$ cat config.mk
export PLATFORM = sky130hd
export DESIGN_NAME = irq_summary_reg
export DESIGN_NICKNAME = d
export VERILOG_FILES = /design/src/rtl/irq_summary_pkg.sv /design/src/rtl/irq_tick_sync.sv /design/src/rtl/irq_event_bit.sv /design/src/rtl/irq_reg_if.sv /design/src/rtl/irq_summary_reg.sv
export SDC_FILE = /design/constraint.sdc
export NUM_CORES = 1
export LEC_CHECK = 0
export CAP_MARGIN = 5
export CORE_MARGIN = 1
export CORE_UTILIZATION = 35
export CTS_CLUSTER_DIAMETER = 150
export CTS_CLUSTER_SIZE = 10
export DETAILED_ROUTE_END_ITERATION = 6
export GPL_ROUTABILITY_DRIVEN = 0
export PLACE_DENSITY = 0.74
export SLEW_MARGIN = 20
export SYNTH_ARGS = -nofsm -noshare
export SYNTH_HDL_FRONTEND = slang
export SYNTH_HIERARCHICAL = 1
export SYNTH_SLANG_ARGS = --single-unit
$ cat constraint.sdc
create_clock -name clk_i -period 1.11 [get_ports clk_i]
set_input_delay 0.222 -clock clk_i [delete_from_list [all_inputs] [get_ports clk_i]]
set_output_delay 0.222 -clock clk_i [all_outputs]
set_load 0.02 [all_outputs]
$ cat src/rtl/irq_summary_pkg.sv
package irq_summary_pkg;
  localparam int DATA_W  = 8;
  localparam int NUM_SRC = 6;

  // source index in src_pend_i
  localparam int SRC_SECTION = 0;
  localparam int SRC_LINE    = 1;
  localparam int SRC_PATH    = 2;
  localparam int SRC_APS     = 3;
  localparam int SRC_RXCELL  = 4;
  localparam int SRC_TXCELL  = 5;

  // bit position in the status byte
  localparam int BIT_SEC  = 0;
  localparam int BIT_LINE = 1;
  localparam int BIT_PATH = 2;
  localparam int BIT_TICK = 3;
  localparam int BIT_RSV  = 4;
  localparam int BIT_APS  = 5;
  localparam int BIT_RXC  = 6;
  localparam int BIT_TXC  = 7;

  function automatic int src_bit(input int idx);
    case (idx)
      SRC_SECTION: return BIT_SEC;
      SRC_LINE:    return BIT_LINE;
      SRC_PATH:    return BIT_PATH;
      SRC_APS:     return BIT_APS;
      SRC_RXCELL:  return BIT_RXC;
      default:     return BIT_TXC;
    endcase
  endfunction
endpackage

$ cat src/rtl/irq_tick_sync.sv
module irq_tick_sync #(
  parameter int STAGES = 2
) (
  input  logic clk_i,
  input  logic rst_ni,
  input  logic tick_i,
  output logic rise_o
);
  logic [STAGES-1:0] sync_q;
  logic              last_q;

  always_ff @(posedge clk_i or negedge rst_ni) begin
    if (!rst_ni) begin
      sync_q <= '0;
      last_q <= 1'b0;
    end else begin
      sync_q <= {sync_q[STAGES-2:0], tick_i};
      last_q <= sync_q[STAGES-1];
    end
  end

  assign rise_o = sync_q[STAGES-1] & ~last_q;
endmodule

$ cat src/rtl/irq_event_bit.sv
module irq_event_bit (
  input  logic clk_i,
  input  logic rst_ni,
  input  logic set_i,
  input  logic en_i,
  input  logic clr_i,
  output logic q_o
);
  logic q_q;

  // set wins over clear so a colliding event is kept
  always_ff @(posedge clk_i or negedge rst_ni) begin
    if (!rst_ni)              q_q <= 1'b0;
    else if (set_i && en_i)   q_q <= 1'b1;
    else if (clr_i)           q_q <= 1'b0;
  end

  assign q_o = q_q;
endmodule

$ cat src/rtl/irq_reg_if.sv
module irq_reg_if
  import irq_summary_pkg::*;
#(
  parameter int                ADDR_W    = 8,
  parameter logic [ADDR_W-1:0] SUM_ADDR  = 'h3C,
  parameter logic [ADDR_W-1:0] MASK_ADDR = 'h3B,
  parameter logic [ADDR_W-1:0] CTRL_ADDR = 'h3A
) (
  input  logic              clk_i,
  input  logic              rst_ni,
  input  logic [ADDR_W-1:0] addr_i,
  input  logic              wr_en_i,
  input  logic              rd_en_i,
  input  logic [DATA_W-1:0] wdata_i,
  input  logic [DATA_W-1:0] status_i,
  output logic [DATA_W-1:0] rdata_o,
  output logic [DATA_W-1:0] mask_o,
  output logic              tick_en_o,
  output logic              sum_rd_o
);
  logic [DATA_W-1:0] mask_q;
  logic              en_q;
  logic              hit_sum, hit_mask, hit_ctrl;

  assign hit_sum  = (addr_i == SUM_ADDR);
  assign hit_mask = (addr_i == MASK_ADDR);
  assign hit_ctrl = (addr_i == CTRL_ADDR);

  always_ff @(posedge clk_i or negedge rst_ni) begin
    if (!rst_ni) begin
      mask_q <= '0;
      en_q   <= 1'b0;
    end else if (wr_en_i) begin
      if (hit_mask) mask_q <= wdata_i;
      if (hit_ctrl) en_q   <= wdata_i[0];
    end
  end

  always_comb begin
    rdata_o = '0;
    if (hit_sum)       rdata_o = status_i;
    else if (hit_mask) rdata_o = mask_q;
    else if (hit_ctrl) rdata_o = {{(DATA_W-1){1'b0}}, en_q};
  end

  assign mask_o    = mask_q;
  assign tick_en_o = en_q;
  assign sum_rd_o  = rd_en_i & hit_sum;
endmodule

$ cat src/rtl/irq_summary_reg.sv
module irq_summary_reg
  import irq_summary_pkg::*;
#(
  parameter int                ADDR_W      = 8,
  parameter logic [ADDR_W-1:0] SUM_ADDR    = 'h3C,
  parameter logic [ADDR_W-1:0] MASK_ADDR   = 'h3B,
  parameter logic [ADDR_W-1:0] CTRL_ADDR   = 'h3A,
  parameter bit                LAN_VARIANT = 1'b0,
  parameter int                SYNC_STAGES = 2
) (
  input  logic               clk_i,
  input  logic               rst_ni,
  input  logic [ADDR_W-1:0]  addr_i,
  input  logic               wr_en_i,
  input  logic               rd_en_i,
  input  logic [DATA_W-1:0]  wdata_i,
  output logic [DATA_W-1:0]  rdata_o,
  input  logic [NUM_SRC-1:0] src_pend_i,
  input  logic               tick_i,
  output logic               irq_o
);
  logic [NUM_SRC-1:0] src_eff;
  logic [DATA_W-1:0]  status;
  logic [DATA_W-1:0]  mask;
  logic               tick_rise, tick_en, tick_q, sum_rd, irq_q;

  for (genvar g = 0; g < NUM_SRC; g++) begin : g_src
    if (g == SRC_APS && LAN_VARIANT) begin : g_forced
      assign src_eff[g] = 1'b0;
    end else begin : g_live
      assign src_eff[g] = src_pend_i[g];
    end
  end

  always_comb begin
    status = '0;
    for (int i = 0; i < NUM_SRC; i++) status[src_bit(i)] = src_eff[i];
    status[BIT_TICK] = tick_q;
  end

  irq_tick_sync #(.STAGES(SYNC_STAGES)) u_sync (
    .clk_i  (clk_i),
    .rst_ni (rst_ni),
    .tick_i (tick_i),
    .rise_o (tick_rise)
  );

  irq_event_bit u_tick (
    .clk_i  (clk_i),
    .rst_ni (rst_ni),
    .set_i  (tick_rise),
    .en_i   (tick_en),
    .clr_i  (sum_rd),
    .q_o    (tick_q)
  );

  irq_reg_if #(
    .ADDR_W    (ADDR_W),
    .SUM_ADDR  (SUM_ADDR),
    .MASK_ADDR (MASK_ADDR),
    .CTRL_ADDR (CTRL_ADDR)
  ) u_regs (
    .clk_i     (clk_i),
    .rst_ni    (rst_ni),
    .addr_i    (addr_i),
    .wr_en_i   (wr_en_i),
    .rd_en_i   (rd_en_i),
    .wdata_i   (wdata_i),
    .status_i  (status),
    .rdata_o   (rdata_o),
    .mask_o    (mask),
    .tick_en_o (tick_en),
    .sum_rd_o  (sum_rd)
  );

  always_ff @(posedge clk_i or negedge rst_ni) begin
    if (!rst_ni) irq_q <= 1'b0;
    else         irq_q <= |(status & mask);
  end

  assign irq_o = irq_q;
endmodule

==> results.cfg, run 1 <==
[die]
placementRows = 16
ios = 36
dieArea_sq_um = 2260
dieHeight_um = 47.5
core_area_sq_um = 1960
initial_core_util = 0.369
fp.dieW_um = 47.5

[power]
intPower_mw = 0.917
p_clk_frac = 0.300
switchingPower_mw = 0.291
p_total_mw = 1.21
swShare = 0.241
power_density_nw_per_um2 = 830
peakVddDrop_uv = 793
seqPwrFrac = 0.462
p_comb_frac = 0.237
cellLeakagePower_nw = 0.680

[logic_synthesis]
synth_top_family_by_area = simple AND/OR/NAND/NOR gates
synth.distinct_cells = 22
synthAdderAreaFrac = 0
yosysTopAreaCell = dfrtp_1
ys_seq_area_frac = 0.484
synthXorXnorAreaFrac = 0
synthSimpleGateAreaFrac = 0.212
syn_nets = 90
synthesis.area_sq_um = 724
synth_edf_count = 0
synth_top_flop_cell = dfrtp_1
synth-seq-cells = 14
yosys_warnings = 6
synth_compound_area_frac = 0.142
synth_top_area_frac = 0.484
synth_cells = 63
synthMuxAreaShare = 0.140
yosys-top-cells-area = dfrtp_1, mux2_2, a22oi_1
avgSynthCellArea_sq_um = 11.5
synth_common_cells = dfrtp_1, a22oi_1, mux2_2
synth_most_common_cell = dfrtp_1
async_reset_ff_frac = 1.00

[final_layout]
multiInputGateArea_sq_um = 493
fin_area_sq_um = 1450
fillers = 142
postLayoutCoreUtil = 0.741
regArea_sq_um = 350
nets = 153
area_growth_pct = 101
drive_gt1_frac = 0.568
diodes = 0

[setup_path]
crit_family = compound AO/OA/AOI/OAI gates
cp.arrival_ns = 1.31
critPathLaunchType = flop
cp.required_ns = 0.89
path_buf_inv = 1
critPathMaxFanout = 2
max_stage_delay_ns = 0.36
path_cells = nand3b_1 -> a21o_1 -> a221oi_4 -> buf_6
r2r-start = u_tick/q_o
crit_path_top_delay_cell = dfrtp_1
startpoint = u_regs/tick_en_o
end_kind = output port
worstSetupPathType = flop to output port

[global_routing]
grt_max_degree = 15
antenna_found_initial = 0
gr-total-overflow = 0
first_global_vias = 746
grt_pass1_wl_um = 3150
grt_usage = 0.202

[clock_network]
clk_pin_slew_worst_paths_ns = 0.09
h-tree-depth = 1
clkLatencyLatePin_ns = 0.28
cts_buffers = 3
hold_buffers = 0
clock-root-buffer = clkbuf_4
cts_tree = done
clockBufferDepth = 2
clock_sinks = 14

[sta]
maxSlewViolCount = 0
fin_crit_sh = 1.38
clock.fmax_ghz = 0.652
fin_skew_ns = 0.0133
grt_setup_unrepaired = yes
final-setup-viol-count = 17
hold_violations = 0
hold_ws_ns = 0.256
min_period_ns = 1.53
setup_ws_ns = -0.424

[detailed_routing]
drt.antenna.violating_nets = 0
routed_wl_um = 2250
dr.pass1.iters = 4
drcViolationCount = 0
detail_route.iter0.violations = 16
vias = 773
routed_via_density = 5.09
wl_per_cell_um = 14.8

[placement]
port_buffers = 35
placed_area_sq_um = 1310
hpwl_um = 1590
preCtsSetupSlack_ns = -1.13

[status]
status = complete, but fails checks
violations = negative setup slack

[job]
maxCapViolCount = 0

[worst_hold_path]
hold_class = input pin to asynchronous set/reset pin
==> placed cells by master, fill, tap and decap left out, types with 4 or more instances in the layout <==
cell,instances
mux2_4,6
nor2_4,4
a22oi_2,5
a22oi_1,4
buf_4,20
clkdlybuf4s50_1,17
buf_6,10
dfrtp_1,14
==> area by class of cell <==
| class | instances | area share |
|---|---|---|
| Tap cell | 27 | 0.0232 |
| Clock buffer | 4 | 0.0250 |
| Multi-Input combinational cell | 46 | 0.339 |
| Inverter | 2 | 0.00516 |
| Sequential cell | 14 | 0.241 |
| Timing Repair Buffer | 59 | 0.367 |
==> through the flow <==
| stage | TNS (ns) | cells |
|---|---|---|
| final | -2.89 | 152 |
| after floorplan | -0.645 | 63 |
| after global routing | -3.56 | 152 |
| after global placement | -15.29 | 143 |
| after detailed placement | -15.61 | 143 |
| after CTS | -3.58 | 151 |
==> state kept, by name (all words and copies together) (netlist names) <==
register and count:
u_sync/last_q 1, u_regs/tick_en_o 1, u_tick/q_o 1, irq_o 1
u_regs/mask_o 8, u_sync/sync_q 2
==> repair_timing <==
item                                   in CTS  in global routing
endpoints found under the hold margin       0                  0
pin swaps                                  12                 12
gates resized for setup                    67                 23
setup endpoints to repair                  20                 18
buffers inserted                            4                  1
==> power by group through the flow <==
| stage | Sequential [mW] | Combinational, mW | Clock [mW] |
|---|---|---|---|
| floorplan | 0.572 | 0.0669 | 0 |
| global placement | 0.565 | 0.258 | 0 |
| detailed placement | 0.566 | 0.263 | 0 |
| CTS | 0.557 | 0.268 | 0.373 |
| global route | 0.562 | 0.305 | 0.403 |
| finish | 0.558 | 0.286 | 0.363 |
==> worst register-to-register path, delay by kind of cell (launching register included) <==
family          cells  cell delay (ns)
compound gates      1             0.36
simple gates        1             0.13
flops               1             0.40
buf+inv             1             0.12
==> cells by family (layout without fill, tap and decap cells) <==
family | Yosys count | in the layout
DFF | 14 | 14
buffers and inverters | 3 | 65
muxes | 9 | 9
other | 1 | 1
AOI/OAI and AO/OA | 13 | 13
and+or+nand+nor | 23 | 23
==> per-layer routing <==
metal  vias to the layer above  global-route usage  wire length (um)
li1                        360                   -                 -
met1                       373               0.255               922
met3                         4              0.0226               141
met5                         -                   0                 0
met2                        36               0.356              1150
met4                         0              0.0743                38
==> path summary, 6_finish.rpt <==
check / end / slack [ns] / cells after the start
worst max-delay path: rdata_o[0] / -0.42 / 4
worst min-delay path: u_regs/mask_o[4] / 0.26 / 2
worst max register to register: irq_o / -0.03 / 3
worst min register to register: u_sync/sync_q[1] / 0.35 / 0
max in group asynchronous: u_sync/last_q / 0.66 / 2
min in group clk_i: u_sync/sync_q[1] / 0.35 / 0
Note: power is estimated with default switching activity, not from simulation.
==> run 2: changes to the inputs <==
--- a/config.mk
+++ b/config.mk
@@ -7,12 +7,12 @@
 export LEC_CHECK = 0
 export CAP_MARGIN = 5
 export CORE_MARGIN = 1
-export CORE_UTILIZATION = 35
+export CORE_UTILIZATION = 39
 export CTS_CLUSTER_DIAMETER = 150
 export CTS_CLUSTER_SIZE = 10
 export DETAILED_ROUTE_END_ITERATION = 6
 export GPL_ROUTABILITY_DRIVEN = 0
-export PLACE_DENSITY = 0.74
+export PLACE_DENSITY = 0.78
 export SLEW_MARGIN = 20
 export SYNTH_ARGS = -nofsm -noshare
 export SYNTH_HDL_FRONTEND = slang
==> constraint.sdc (replaced) <==
create_clock -name clk_i -period 1.5 [get_ports clk_i]
set_input_delay 0.3 -clock clk_i [delete_from_list [all_inputs] [get_ports clk_i]]
set_output_delay 0.3 -clock clk_i [all_outputs]
set_load 0.02 [all_outputs]
==> run 2 against run 1 <==
  * Core utilization increased by 2.8 points
  * Critical path type is now input pin to output port
  * Clock power decreased by 24%
  * Critical path depth unchanged
  * Final cell count decreased by 11%
  * Hold slack improved by 0.055 ns
  * Largest cell class is now multi-input gates
  * Register-to-register slack improved by 0.48 ns
  * First-iteration DRC count increased by 81%
  * Non-clock buffer count decreased by 14
  * Via count decreased by 6.6%
  * Count of clock-buffer cells in the layout unchanged
  * The flow still finishes with violations (negative setup slack)
  * Combinational power decreased by 39%
  * Global-route usage increased by 3.9 points
==> results.cfg, run 2 (synthesized netlist as in run 1, its figures left out) <==
[setup_path]
crit_path_top_delay_cell = clkdlybuf4s50_1
worstSetupPathType = input pin to output port
max_stage_delay_ns = 0.50
end_kind = output port
cp.arrival_ns = 1.32
critPathLaunchType = input pin
critPathMaxFanout = 2
path_cells = clkdlybuf4s50_1 -> inv_1 -> a221oi_2 -> buf_4
cp.required_ns = 1.20
crit_family = buffers and inverters
path_buf_inv = 3

[detailed_routing]
vias = 722
dr.pass1.iters = 4
routed_wl_um = 1980
routed_via_density = 5.31
wl_per_cell_um = 14.6
detail_route.iter0.violations = 29
drt.antenna.violating_nets = 0
drcViolationCount = 0

[die]
fp.dieW_um = 45.1
core_area_sq_um = 1730
dieHeight_um = 45.1
ios = 36
initial_core_util = 0.420
dieArea_sq_um = 2030
placementRows = 15

[clock_network]
cts_tree = done
clock-root-buffer = clkbuf_4
clk_pin_slew_worst_paths_ns = 0.09
clockBufferDepth = 2
cts_buffers = 3
clock_sinks = 14
h-tree-depth = 1
clkLatencyLatePin_ns = 0.29

[power]
peakVddDrop_uv = 588
intPower_mw = 0.651
power_density_nw_per_um2 = 652
switchingPower_mw = 0.214
p_total_mw = 0.865
p_comb_frac = 0.201
p_clk_frac = 0.319
seqPwrFrac = 0.480
swShare = 0.247
cellLeakagePower_nw = 0.568

[final_layout]
final_common_cell = clkdlybuf4s50_1
mostFrequentLayoutCells = clkdlybuf4s50_1, dfrtp_1, buf_6
fin_area_sq_um = 1330
largest_reg_flops = 8
drive_gt1_frac = 0.514
postLayoutCoreUtil = 0.769
diodes = 0
nets = 139
area_growth_pct = 83.2

[placement]
preCtsSetupSlack_ns = -0.842
placed_area_sq_um = 1180
port_buffers = 35
hpwl_um = 1380

[sta]
min_period_ns = 1.62
clock.fmax_ghz = 0.617
hold_ws_ns = 0.311
setup_ws_ns = -0.121
maxSlewViolCount = 0
fin_crit_sh = 1.08
fin_skew_ns = 0.00831
final-setup-viol-count = 8
grt_setup_unrepaired = yes
hold_violations = 0

[worst_hold_path]
hold_class = input pin to asynchronous set/reset pin

[global_routing]
first_global_vias = 757
grt_max_degree = 15
gr-total-overflow = 0
antenna_found_initial = 0
grt_pass1_wl_um = 3360
grt_usage = 0.241

[status]
violations = negative setup slack
status = complete, but fails checks

[job]
maxCapViolCount = 0
run 2: what timing repair did:
item                                   4_1_cts  5_1_grt
buffers inserted                             0        0
setup endpoints to repair                    9        8
cloned                                       0        0
pin swaps                                    9        2
endpoints found under the hold margin        0        0
gates resized for setup                     95        2
hold buffers                                 0        0
run 2: stage by stage:
step | setup TNS, ns | std cells
3_5_place_dp | -8.68 | 132
5_1_grt | -0.794 | 136
2_1_floorplan | 0 | 63
3_3_place_gp | -8.37 | 132
6_report | -0.544 | 136
4_1_cts | -0.462 | 136
run 2: layer usage:
metal / vias to the layer above / global-route usage / routed length (um)
met5: - / 0 / 0
met4: 0 / 0.0788 / 29
met3: 4 / 0.100 / 135
met2: 33 / 0.397 / 1010
met1: 356 / 0.284 / 809
li1: 329 / - / -
run 2: final cells by class:
type / instances / area (sq um)
Fill cell: 117 / 399
Tap cell: 25 / 31.3
Inverter: 2 / 7.51
Sequential cell: 14 / 350
Clock buffer: 4 / 36.3
Timing Repair Buffer: 45 / 432
Multi-Input combinational cell: 46 / 470
run 2: final timing paths:
check,slack [ns],cells past startpoint,start,end
worst max-delay path,-0.12,4,src_pend_i[0],rdata_o[0]
worst min register to register,0.35,0,u_sync/sync_q[0],u_sync/sync_q[1]
worst min-delay path,0.31,2,rst_ni,u_regs/mask_o[6]
worst max register to register,0.45,3,u_regs/mask_o[0],irq_o
min in group clk_i,0.35,0,u_sync/sync_q[0],u_sync/sync_q[1]
max in group asynchronous,1.01,2,rst_ni,u_sync/sync_q[1]
run 2: power groups by stage:
stage / Clock, mW / Sequential [mW] / Combinational [mW]
2_1_floorplan: 0 / 0.423 / 0.0443
3_3_place_gp: 0 / 0.420 / 0.160
3_5_place_dp: 0 / 0.421 / 0.164
4_1_cts: 0.288 / 0.415 / 0.175
5_1_grt: 0.314 / 0.418 / 0.187
6_report: 0.276 / 0.415 / 0.174
run 2: worst reg2reg max path: cells and delay by family, from the launching register on:
kind	cells	cell delay (ns)
and+or+nand+nor	1	0.11
buffers and inverters	1	0.13
AOI/OAI and AO/OA	1	0.29
DFF	1	0.39
